File: config.mk
export PLATFORM = sky130hd
export DESIGN_NAME = trig_seq
export DESIGN_NICKNAME = d
export VERILOG_FILES = /design/src/rtl/trig_seq_pkg.sv /design/src/rtl/trig_seq_cfg.sv /design/src/rtl/trig_seq_src.sv /design/src/rtl/trig_seq_dly.sv /design/src/rtl/trig_seq.sv
export SDC_FILE = /design/constraint.sdc
export NUM_CORES = 1
export LEC_CHECK = 0
export BUFFER_PORTS_ARGS = -buffer_cell sky130_fd_sc_hd__buf_2
export CORE_UTILIZATION = 55
export CTS_BUF_LIST = sky130_fd_sc_hd__clkbuf_16
export CTS_CLUSTER_SIZE = 24
export DETAILED_ROUTE_END_ITERATION = 10
export PLACE_DENSITY = 0.79
export REMOVE_ABC_BUFFERS = 1
export SYNTH_ARGS = -nofsm -noshare
export SYNTH_HDL_FRONTEND = slang
export SYNTH_SLANG_ARGS = --single-unit
File: constraint.sdc
create_clock -name clk -period 3.3 [get_ports clk]
set_input_delay 0.495 -clock clk [delete_from_list [all_inputs] [get_ports clk]]
set_output_delay 0.495 -clock clk [all_outputs]
set_load 0.02 [all_outputs]
File: src/rtl/trig_seq_pkg.sv
package trig_seq_pkg;

    localparam int CFG_W       = 16;
    localparam int MODE_W      = 4;
    localparam int BURST_W     = 8;
    localparam int SCALE_SHIFT = 6;
    localparam int CNT_W       = CFG_W + SCALE_SHIFT;
    localparam int SAMP_W      = 5;
    localparam int BURST_MAX   = 9;
    localparam int N_LANE      = 3;

    localparam int MB_FERST  = 0;
    localparam int MB_TPEN   = 1;
    localparam int MB_EXTSRC = 2;
    localparam int MB_INV    = 3;

    localparam int LANE_TRG = 0;
    localparam int LANE_TP  = 1;
    localparam int LANE_REC = 2;

    localparam logic [MODE_W-1:0]  DEF_MODE   = 4'h4;
    localparam logic [BURST_W-1:0] DEF_BURST  = 8'd4;
    localparam logic [CFG_W-1:0]   DEF_PERIOD = 16'd40000;
    localparam logic [CFG_W-1:0]   DEF_TRGDLY = 16'd256;
    localparam logic [CFG_W-1:0]   DEF_TPDLY  = 16'd128;
    localparam logic [CFG_W-1:0]   DEF_ROSYNC = 16'd300;

    typedef enum logic [2:0] {
        SEL_MODE   = 3'd0,
        SEL_BURST  = 3'd1,
        SEL_PERIOD = 3'd2,
        SEL_TRGDLY = 3'd3,
        SEL_TPDLY  = 3'd4,
        SEL_ROSYNC = 3'd5
    } cfg_sel_e;

    typedef struct packed {
        logic [MODE_W-1:0]  mode;
        logic [BURST_W-1:0] burst;
        logic [CFG_W-1:0]   period;
        logic [CFG_W-1:0]   trg_dly;
        logic [CFG_W-1:0]   tp_dly;
        logic [CFG_W-1:0]   ro_dly;
    } seq_cfg_t;

    // Samples per trigger from the burst setting, clamped at the maximum.
    function automatic logic [SAMP_W-1:0] samples_of(logic [BURST_W-1:0] n);
        logic [BURST_W-1:0] c;
        c = (n > BURST_W'(BURST_MAX)) ? BURST_W'(BURST_MAX) : n;
        return SAMP_W'(c * BURST_W'(3) + BURST_W'(3));
    endfunction

    // Counter reload for a window of period*64 cycles (terminal value zero).
    function automatic logic [CNT_W-1:0] window_load(logic [CFG_W-1:0] p);
        if (p == '0) return '0;
        return {p, {SCALE_SHIFT{1'b0}}} - CNT_W'(1);
    endfunction

endpackage

File: src/rtl/trig_seq_cfg.sv
module trig_seq_cfg
    import trig_seq_pkg::*;
(
    input  logic             clk,
    input  logic             rst,
    input  logic             wr,
    input  logic [2:0]       sel,
    input  logic [CFG_W-1:0] data,
    output seq_cfg_t         cfg_q
);

    always_ff @(posedge clk) begin
        if (rst) begin
            cfg_q.mode    <= DEF_MODE;
            cfg_q.burst   <= DEF_BURST;
            cfg_q.period  <= DEF_PERIOD;
            cfg_q.trg_dly <= DEF_TRGDLY;
            cfg_q.tp_dly  <= DEF_TPDLY;
            cfg_q.ro_dly  <= DEF_ROSYNC;
        end else if (wr) begin
            case (cfg_sel_e'(sel))
                SEL_MODE:   cfg_q.mode    <= data[MODE_W-1:0];
                SEL_BURST:  cfg_q.burst   <= data[BURST_W-1:0];
                SEL_PERIOD: cfg_q.period  <= data;
                SEL_TRGDLY: cfg_q.trg_dly <= data;
                SEL_TPDLY:  cfg_q.tp_dly  <= data;
                SEL_ROSYNC: cfg_q.ro_dly  <= data;
                default:    ;
            endcase
        end
    end

endmodule

File: src/rtl/trig_seq_src.sv
module trig_seq_src
    import trig_seq_pkg::*;
(
    input  logic             clk,
    input  logic             rst,
    input  logic             ext_trig,
    input  logic             ro_enable,
    input  logic             ext_src,
    input  logic             invert,
    input  logic [CFG_W-1:0] period,
    output logic             accept
);

    logic             sync1, sync2, sync3;
    logic             ext_edge;
    logic [CNT_W-1:0] gen_cnt;
    logic             gen_tick;
    logic [CNT_W-1:0] dead_cnt;
    logic             candidate;
    logic [CNT_W-1:0] reload;

    assign reload = window_load(period);

    // Polarity correction ahead of a two-flop synchronizer, then edge detect.
    always_ff @(posedge clk) begin
        if (rst) begin
            sync1 <= 1'b0;
            sync2 <= 1'b0;
            sync3 <= 1'b0;
        end else begin
            sync1 <= ext_trig ^ invert;
            sync2 <= sync1;
            sync3 <= sync2;
        end
    end

    assign ext_edge = sync2 & ~sync3;

    // Internal generator: parked at zero while the external source is chosen.
    always_ff @(posedge clk) begin
        if (rst || ext_src) begin
            gen_cnt <= '0;
        end else if (gen_cnt == '0) begin
            gen_cnt <= reload;
        end else begin
            gen_cnt <= gen_cnt - CNT_W'(1);
        end
    end

    assign gen_tick  = ~ext_src & (gen_cnt == '0);
    assign candidate = ext_src ? ext_edge : gen_tick;
    assign accept    = candidate & ro_enable & (dead_cnt == '0);

    // Deadtime window, started only by an accepted event.
    always_ff @(posedge clk) begin
        if (rst) begin
            dead_cnt <= '0;
        end else if (accept) begin
            dead_cnt <= reload;
        end else if (dead_cnt != '0) begin
            dead_cnt <= dead_cnt - CNT_W'(1);
        end
    end

endmodule

File: src/rtl/trig_seq_dly.sv
module trig_seq_dly #(
    parameter int W = 16
) (
    input  logic         clk,
    input  logic         rst,
    input  logic         start,
    input  logic [W-1:0] dly,
    output logic         pulse
);

    logic         busy;
    logic [W-1:0] cnt;

    // A start while busy is dropped; the running countdown is kept.
    always_ff @(posedge clk) begin
        if (rst) begin
            busy  <= 1'b0;
            cnt   <= '0;
            pulse <= 1'b0;
        end else begin
            pulse <= 1'b0;
            if (busy) begin
                if (cnt == '0) begin
                    pulse <= 1'b1;
                    busy  <= 1'b0;
                end else begin
                    cnt <= cnt - W'(1);
                end
            end else if (start) begin
                busy <= 1'b1;
                cnt  <= dly;
            end
        end
    end

endmodule

File: src/rtl/trig_seq.sv
module trig_seq
    import trig_seq_pkg::*;
(
    input  logic              clk,
    input  logic              rst,
    input  logic              cfg_wr,
    input  logic [2:0]        cfg_sel,
    input  logic [CFG_W-1:0]  cfg_data,
    input  logic              ext_trig,
    input  logic              ro_enable,
    output logic              fe_trig,
    output logic              fe_tpulse,
    output logic              fe_reset,
    output logic              rec_start,
    output logic [SAMP_W-1:0] sample_count
);

    seq_cfg_t          cfg_q;
    logic [MODE_W-1:0] mode_q;
    logic [CFG_W-1:0]  period_q;
    logic              accept;
    logic [N_LANE-1:0] lane_start;
    logic [N_LANE-1:0] lane_pulse;
    logic [CFG_W-1:0]  lane_dly [N_LANE];

    trig_seq_cfg u_cfg (
        .clk   (clk),
        .rst   (rst),
        .wr    (cfg_wr),
        .sel   (cfg_sel),
        .data  (cfg_data),
        .cfg_q (cfg_q)
    );

    assign mode_q   = cfg_q.mode;
    assign period_q = cfg_q.period;

    trig_seq_src u_src (
        .clk       (clk),
        .rst       (rst),
        .ext_trig  (ext_trig),
        .ro_enable (ro_enable),
        .ext_src   (mode_q[MB_EXTSRC]),
        .invert    (mode_q[MB_INV]),
        .period    (period_q),
        .accept    (accept)
    );

    assign lane_start[LANE_TRG] = accept;
    assign lane_start[LANE_TP]  = accept & mode_q[MB_TPEN];
    assign lane_start[LANE_REC] = accept;
    assign lane_dly[LANE_TRG]   = cfg_q.trg_dly;
    assign lane_dly[LANE_TP]    = cfg_q.tp_dly;
    assign lane_dly[LANE_REC]   = cfg_q.ro_dly;

    for (genvar g = 0; g < N_LANE; g++) begin : g_lane
        trig_seq_dly #(.W(CFG_W)) u_dly (
            .clk   (clk),
            .rst   (rst),
            .start (lane_start[g]),
            .dly   (lane_dly[g]),
            .pulse (lane_pulse[g])
        );
    end

    always_ff @(posedge clk) begin
        if (rst) fe_reset <= 1'b0;
        else     fe_reset <= accept & mode_q[MB_FERST];
    end

    assign fe_trig      = lane_pulse[LANE_TRG];
    assign fe_tpulse    = lane_pulse[LANE_TP];
    assign rec_start    = lane_pulse[LANE_REC];
    assign sample_count = samples_of(cfg_q.burst);

endmodule

======== After elaboration in Yosys (flattened, before gate mapping) ========
Cells that the tools add are included.
Widths: inputs -> output; s select.
word-level totals
  register bits after elaboration ......... 178
  output and inout port bits .............. 9
  word-level logic and storage cells ...... 103
cells by class
  $add $sub $neg .......................... 7
  $mul .................................... 1
  order comparisons ....................... 1
  equality and inequality tests ........... 8
  muxes and demuxes ....................... 28
  bitwise operators ....................... 12
  reduce and logical (&&, ||, !) cells .... 25
operators with widths
  operator               count
  $mux 16                9
  $mux 22                5
  $sub 22x1->22 const B  3
  $logic_not 16->1       4
  $sub 16x1->16 const B  3
  $logic_not 22->1       2
  $reduce_bool 22->1     1
  $reduce_and 2->1       9
  $mux 1                 13
  $gt 8x4->1 const B     1
  $mul 8x2->5 const B    1
  $mux 8                 1
  $reduce_bool 2->1      4
  $and 1x1->1            6
  $eq 3x2->1 const B     2
  $eq 3x3->1 const B     2
  $ne 2x2->1 const B     3
  $reduce_or 2->1        3
  $add 5x2->5 const B    1
  $not 1->1              5
  $eq 3x1->1 const B     1
  $logic_not 3->1        1
  $logic_or 1x1->1       1
  $xor 1x1->1            1

======== Logic depth before layout (Yosys ltp) ========
  depth in word-level cells ............... 8
  mapped depth ............................ 10
  gate-level depth less buffers ........... 8

======== Cells and area by module ========
From an unflattened synthesis, not the netlist that was laid out.
unflattened totals
  cell total of the unflattened synthesis .. 1065
  area total of the unflattened synthesis .. 9467.8 sq um
modules (own cells, without submodules)
  module        instances  cells each  area an instance (sq um)  sequential area each (sq um)
  trig_seq_dly  3          139         1164.9                    360.3
  trig_seq_cfg  1          284         3050.4                    1521.5
  trig_seq_src  1          335         2685.1                    940.9
  trig_seq      1          29          237.7                     20.0

======== Worst setup path before layout ========
Ideal clock, no wire load.
  path kind ............................... flip-flop to output port
  start point ............................. register u_cfg.cfg_q[68] (netlist name)
  end point ............................... output sample_count[4]
  arrival ................................. 2.463 ns
  setup slack ............................. 0.342 ns
  stages on the path, launching flop included .. 8
  path through ............................ dfxtp_1 > or4_1 > nor3_1 > nand2b_1 > ha_1 > a31o_2 > a21oi_1 > xnor2_1
on the way
  word-level cells in the longest chain between the ends .. 4
RTL lines
  what              RTL line            text
  $gt 8x4->1        trig_seq_pkg.sv:49  c = (n > BURST_W'(BURST_MAX)) ? BURST_W'(BURST_MAX) : n;
  $mux 8 *          trig_seq_pkg.sv:49
  $mul 8x2->5 *     trig_seq_pkg.sv:50  return SAMP_W'(c * BURST_W'(3) + BURST_W'(3));
  $add 5x2->5 *     trig_seq_pkg.sv:50
  end: declaration  trig_seq.sv:15      output logic [SAMP_W-1:0] sample_count
Every way passes the cells marked *; elsewhere a longest branch is shown, timed or not.

======== Worst setup path in the final report ========
  start point ............................. register u_cfg.cfg_q[71] (netlist name)
  end point ............................... output sample_count[4]
on the way
  word-level cells in the longest chain between the ends .. 4
RTL lines
  what         RTL line
  $gt 8x4->1   trig_seq_pkg.sv:49
  $mux 8       trig_seq_pkg.sv:49
  $mul 8x2->5  trig_seq_pkg.sv:50
  $add 5x2->5  trig_seq_pkg.sv:50
Every way passes these cells.

==> results_dict.tcl <==
set metrics [dict create \
    status "finished clean" \
    fin_crit_sh_pct 97.9 \
    crit_path_cell_trace "or4_4, nor2_4, and2_4, ha_4, ha_4, a31o_2, a21oi_2, xnor2_1, buf_4" \
    worst-path-max-fanout 3 \
    yosysSeqAreaShare_pct 39.9 \
    avgSynthCellArea_um2 7.94 \
    synth_common_cells "nand2_1 (200), dfxtp_1 (178), a21oi_1 (125)" \
    firstDrtPassIters 5 \
    grt_pass1_vias 7548 \
    leakage_nw 3.72 \
    critical_path_required_ns 2.80 \
    synth_edf_count 0 \
    syn_to_final_growth_pct 12.2 \
    slew_headroom_pct 34.2 \
    hold_class "in2reg" \
    grt_antenna_before_repair 0 \
    num_vias 8435 \
    setup_slack_ns 0.0708 \
    ff2ff_setup_slack_ns 0.52 \
    min_period_ns 3.23 \
    max_freq_mhz 310 \
    grt_max_degree 67 \
    power.density_nw_per_um2 568 \
    diodes 0 \
    worst_r2r_path_depth 9 \
    cp.arrival_ns 2.73 \
    max-cap-violations 0 \
    synth_top_area_cell "dfxtp_1" \
    synthArstFlopShare_pct 0 \
    crit_path_end_kind "output port" \
    max_stage_delay_ns 0.56 \
    synthFlopType "dfxtp_1" \
    core_area_um2 15900 \
    rows 46 \
    grt_setup_unrepaired "false" \
    synth_warnings 0 \
    vias_per_cell 6.14 \
    ir_drop_uv 461 \
    clock_path_buffers 2 \
    io_buffers 32 \
    fin_nets 1180 \
    htree_levels 4 \
    io_pins 33 \
    dp_slack_ns 0.266 \
    rr_startpoint "u_src.dead_cnt[0]" \
    clock_skew_ns 0.0134 \
    insertion_delay_ns 0.44 \
    synth.most_common_cell "nand2_1" \
    fin_setup_tns_ns 0 \
    chipHeight_um 129 \
    ant_nets 0 \
    path_common_cell "ha_4" \
    r2r-end "g_lane[0].u_dly.cnt[12]" \
    hpwl_um 15400 \
    timing_max_transition_violations_final 0 \
    report.final.hold_viol_count 0 \
    worst_slew_pin_slew_ns 0.983 \
    ctsRootBufferMaster "clkbuf_16" \
    worstSetupStartpointType "register" \
    drtIter0Drc 732 \
    dieArea_um2 16700 \
    synth.cell_area_um2 8920 \
    overflow 0 \
    clkTransAtPathRegs_ns 0.07 \
    cts_tree "built" \
    grt_pass1_wl_um 37500 \
    cts_buffers 17 \
    setup-violations-final 0 \
    syn_inst 1124 \
    ys_seq_elements 178 \
    path_class "reg2out" \
    synthTopCellsByArea "dfxtp_1 (40%), nand2_1 (8.4%), a21oi_1 (7.0%)" \
    crit_slowest_cell "or4_4" \
    wl_per_cell_um 17.0 \
    crit_start "u_cfg.cfg_q[71]" \
    postRouteWirelength_um 23400 \
    cp-endpoint "sample_count[4]" \
    drcViolationCount 0 \
    dieWidth_um 129 \
    cts_sinks 178 \
    grt_usage_pct 28.5 \
    ys_types 71 \
    synth_top_cell_area_share_pct 39.9 \
    gp_congestion 0.897 \
    drive_gt1_share_pct 11.4 \
    start_util_pct 56.2 \
]
## report_power, final
part	internal, mW	switching [mW]
sequential	2.27	0.121
combinational	0.486	0.712
clock	1.14	0.950
total	3.90	1.78
## how the worst min path moves through the flow
stage,from,end,slack [ns],cells after the start
floorplan,u_src.sync1,u_src.sync2,0.41,1
global placement,u_src.sync1,u_src.sync2,0.42,1
detailed placement,u_src.sync1,u_src.sync2,0.44,1
CTS,ext_trig,u_src.sync1,0.31,3
global route,ext_trig,u_src.sync1,0.32,3
finish,ext_trig,u_src.sync1,0.31,3
## metrics by stage
stage	hold slack, ns	utilization, %	cell area [um^2]	instances	power, mW
2_1_floorplan	0.414	-	8700	1064	3.26
3_3_place_gp	0.423	58.6	9320	1337	3.56
3_5_place_dp	0.438	58.6	9320	1337	3.58
4_1_cts	0.308	62.6	9940	1370	5.65
5_1_grt	0.325	63.0	10000	1373	5.91
6_report	0.311	63.0	10000	1373	5.68
## worst max-delay path: cells and delay by family, from the launching register on
kind | cells | cell delay [ns]
and+or+nand+nor | 3 | 0.87
adders and majority gates | 2 | 0.41
AOI/OAI and AO/OA | 2 | 0.40
DFF | 1 | 0.33
buffers and inverters | 1 | 0.15
xor gates and xnor gates | 1 | 0.13
## final cells by class
class                           count  area [um^2]
Fill cell                        1406         5880
Multi-Input combinational cell    855         5080
Sequential cell                   178         3560
Clock buffer                       17          425
Timing Repair Buffer               61          383
Tap cell                          216          270
Clock inverter                     15          170
Inverter                           31          116
## metal layers
layer,vias to the layer above,track usage [%],routed length [um]
li1,4101,-,-
met1,4001,37.6,10300
met2,303,46.9,11100
met3,30,5.66,1590
met4,0,9.13,430
met5,-,0,0
## state kept, by name (all words and copies together) (netlist names)
name and cells:
u_cfg.cfg_q 76, g_lane.u_dly.cnt 48, u_src.dead_cnt 22, u_src.gen_cnt 22
g_lane.u_dly.busy 3, g_lane.u_dly.pulse 3, fe_reset 1, u_src.sync1 1
u_src.sync2 1, u_src.sync3 1
## logic make-up after synthesis
| group | synth area share (%) |
|---|---|
| AOI/OAI and AO/OA | 21.1 |
| xor gates and xnor gates | 4.91 |
| adders and majority gates | 1.68 |
| buffers and inverters | 3.86 |
| DFF | 39.9 |
| muxes | 1.68 |
| and+or+nand+nor | 26.8 |
## repair_timing
action | 4_1_cts | 5_1_grt
hold buffers | 0 | 0
gates resized for setup | 6 | 6
setup buffers | 1 | 3
setup endpoints to repair | 1 | 1
gates cloned | 0 | 0
hold endpoints to repair | 0 | 0
pin swaps | 1 | 6
## cells in the final DEF (no fill, tap or decap), types with 6 or more instances in the layout
cell type	n
a211oi_1	21
a21oi_1	124
a22oi_1	6
a31oi_1	11
and3_1	12
buf_2	30
buf_4	31
clkbuf_16	17
dfxtp_1	177
ha_1	9
inv_1	30
mux2i_1	15
nand2_1	200
nand3_1	44
nand4_1	9
nor2_1	83
nor2b_1	11
nor3_1	52
nor4_1	18
o21ai_0	22
o21ai_1	8
o31ai_1	11
o32ai_1	15
o32ai_2	8
or3_1	10
or4_1	9
xnor2_1	31
xor2_1	19
Power figures use the tool's default switching activity.
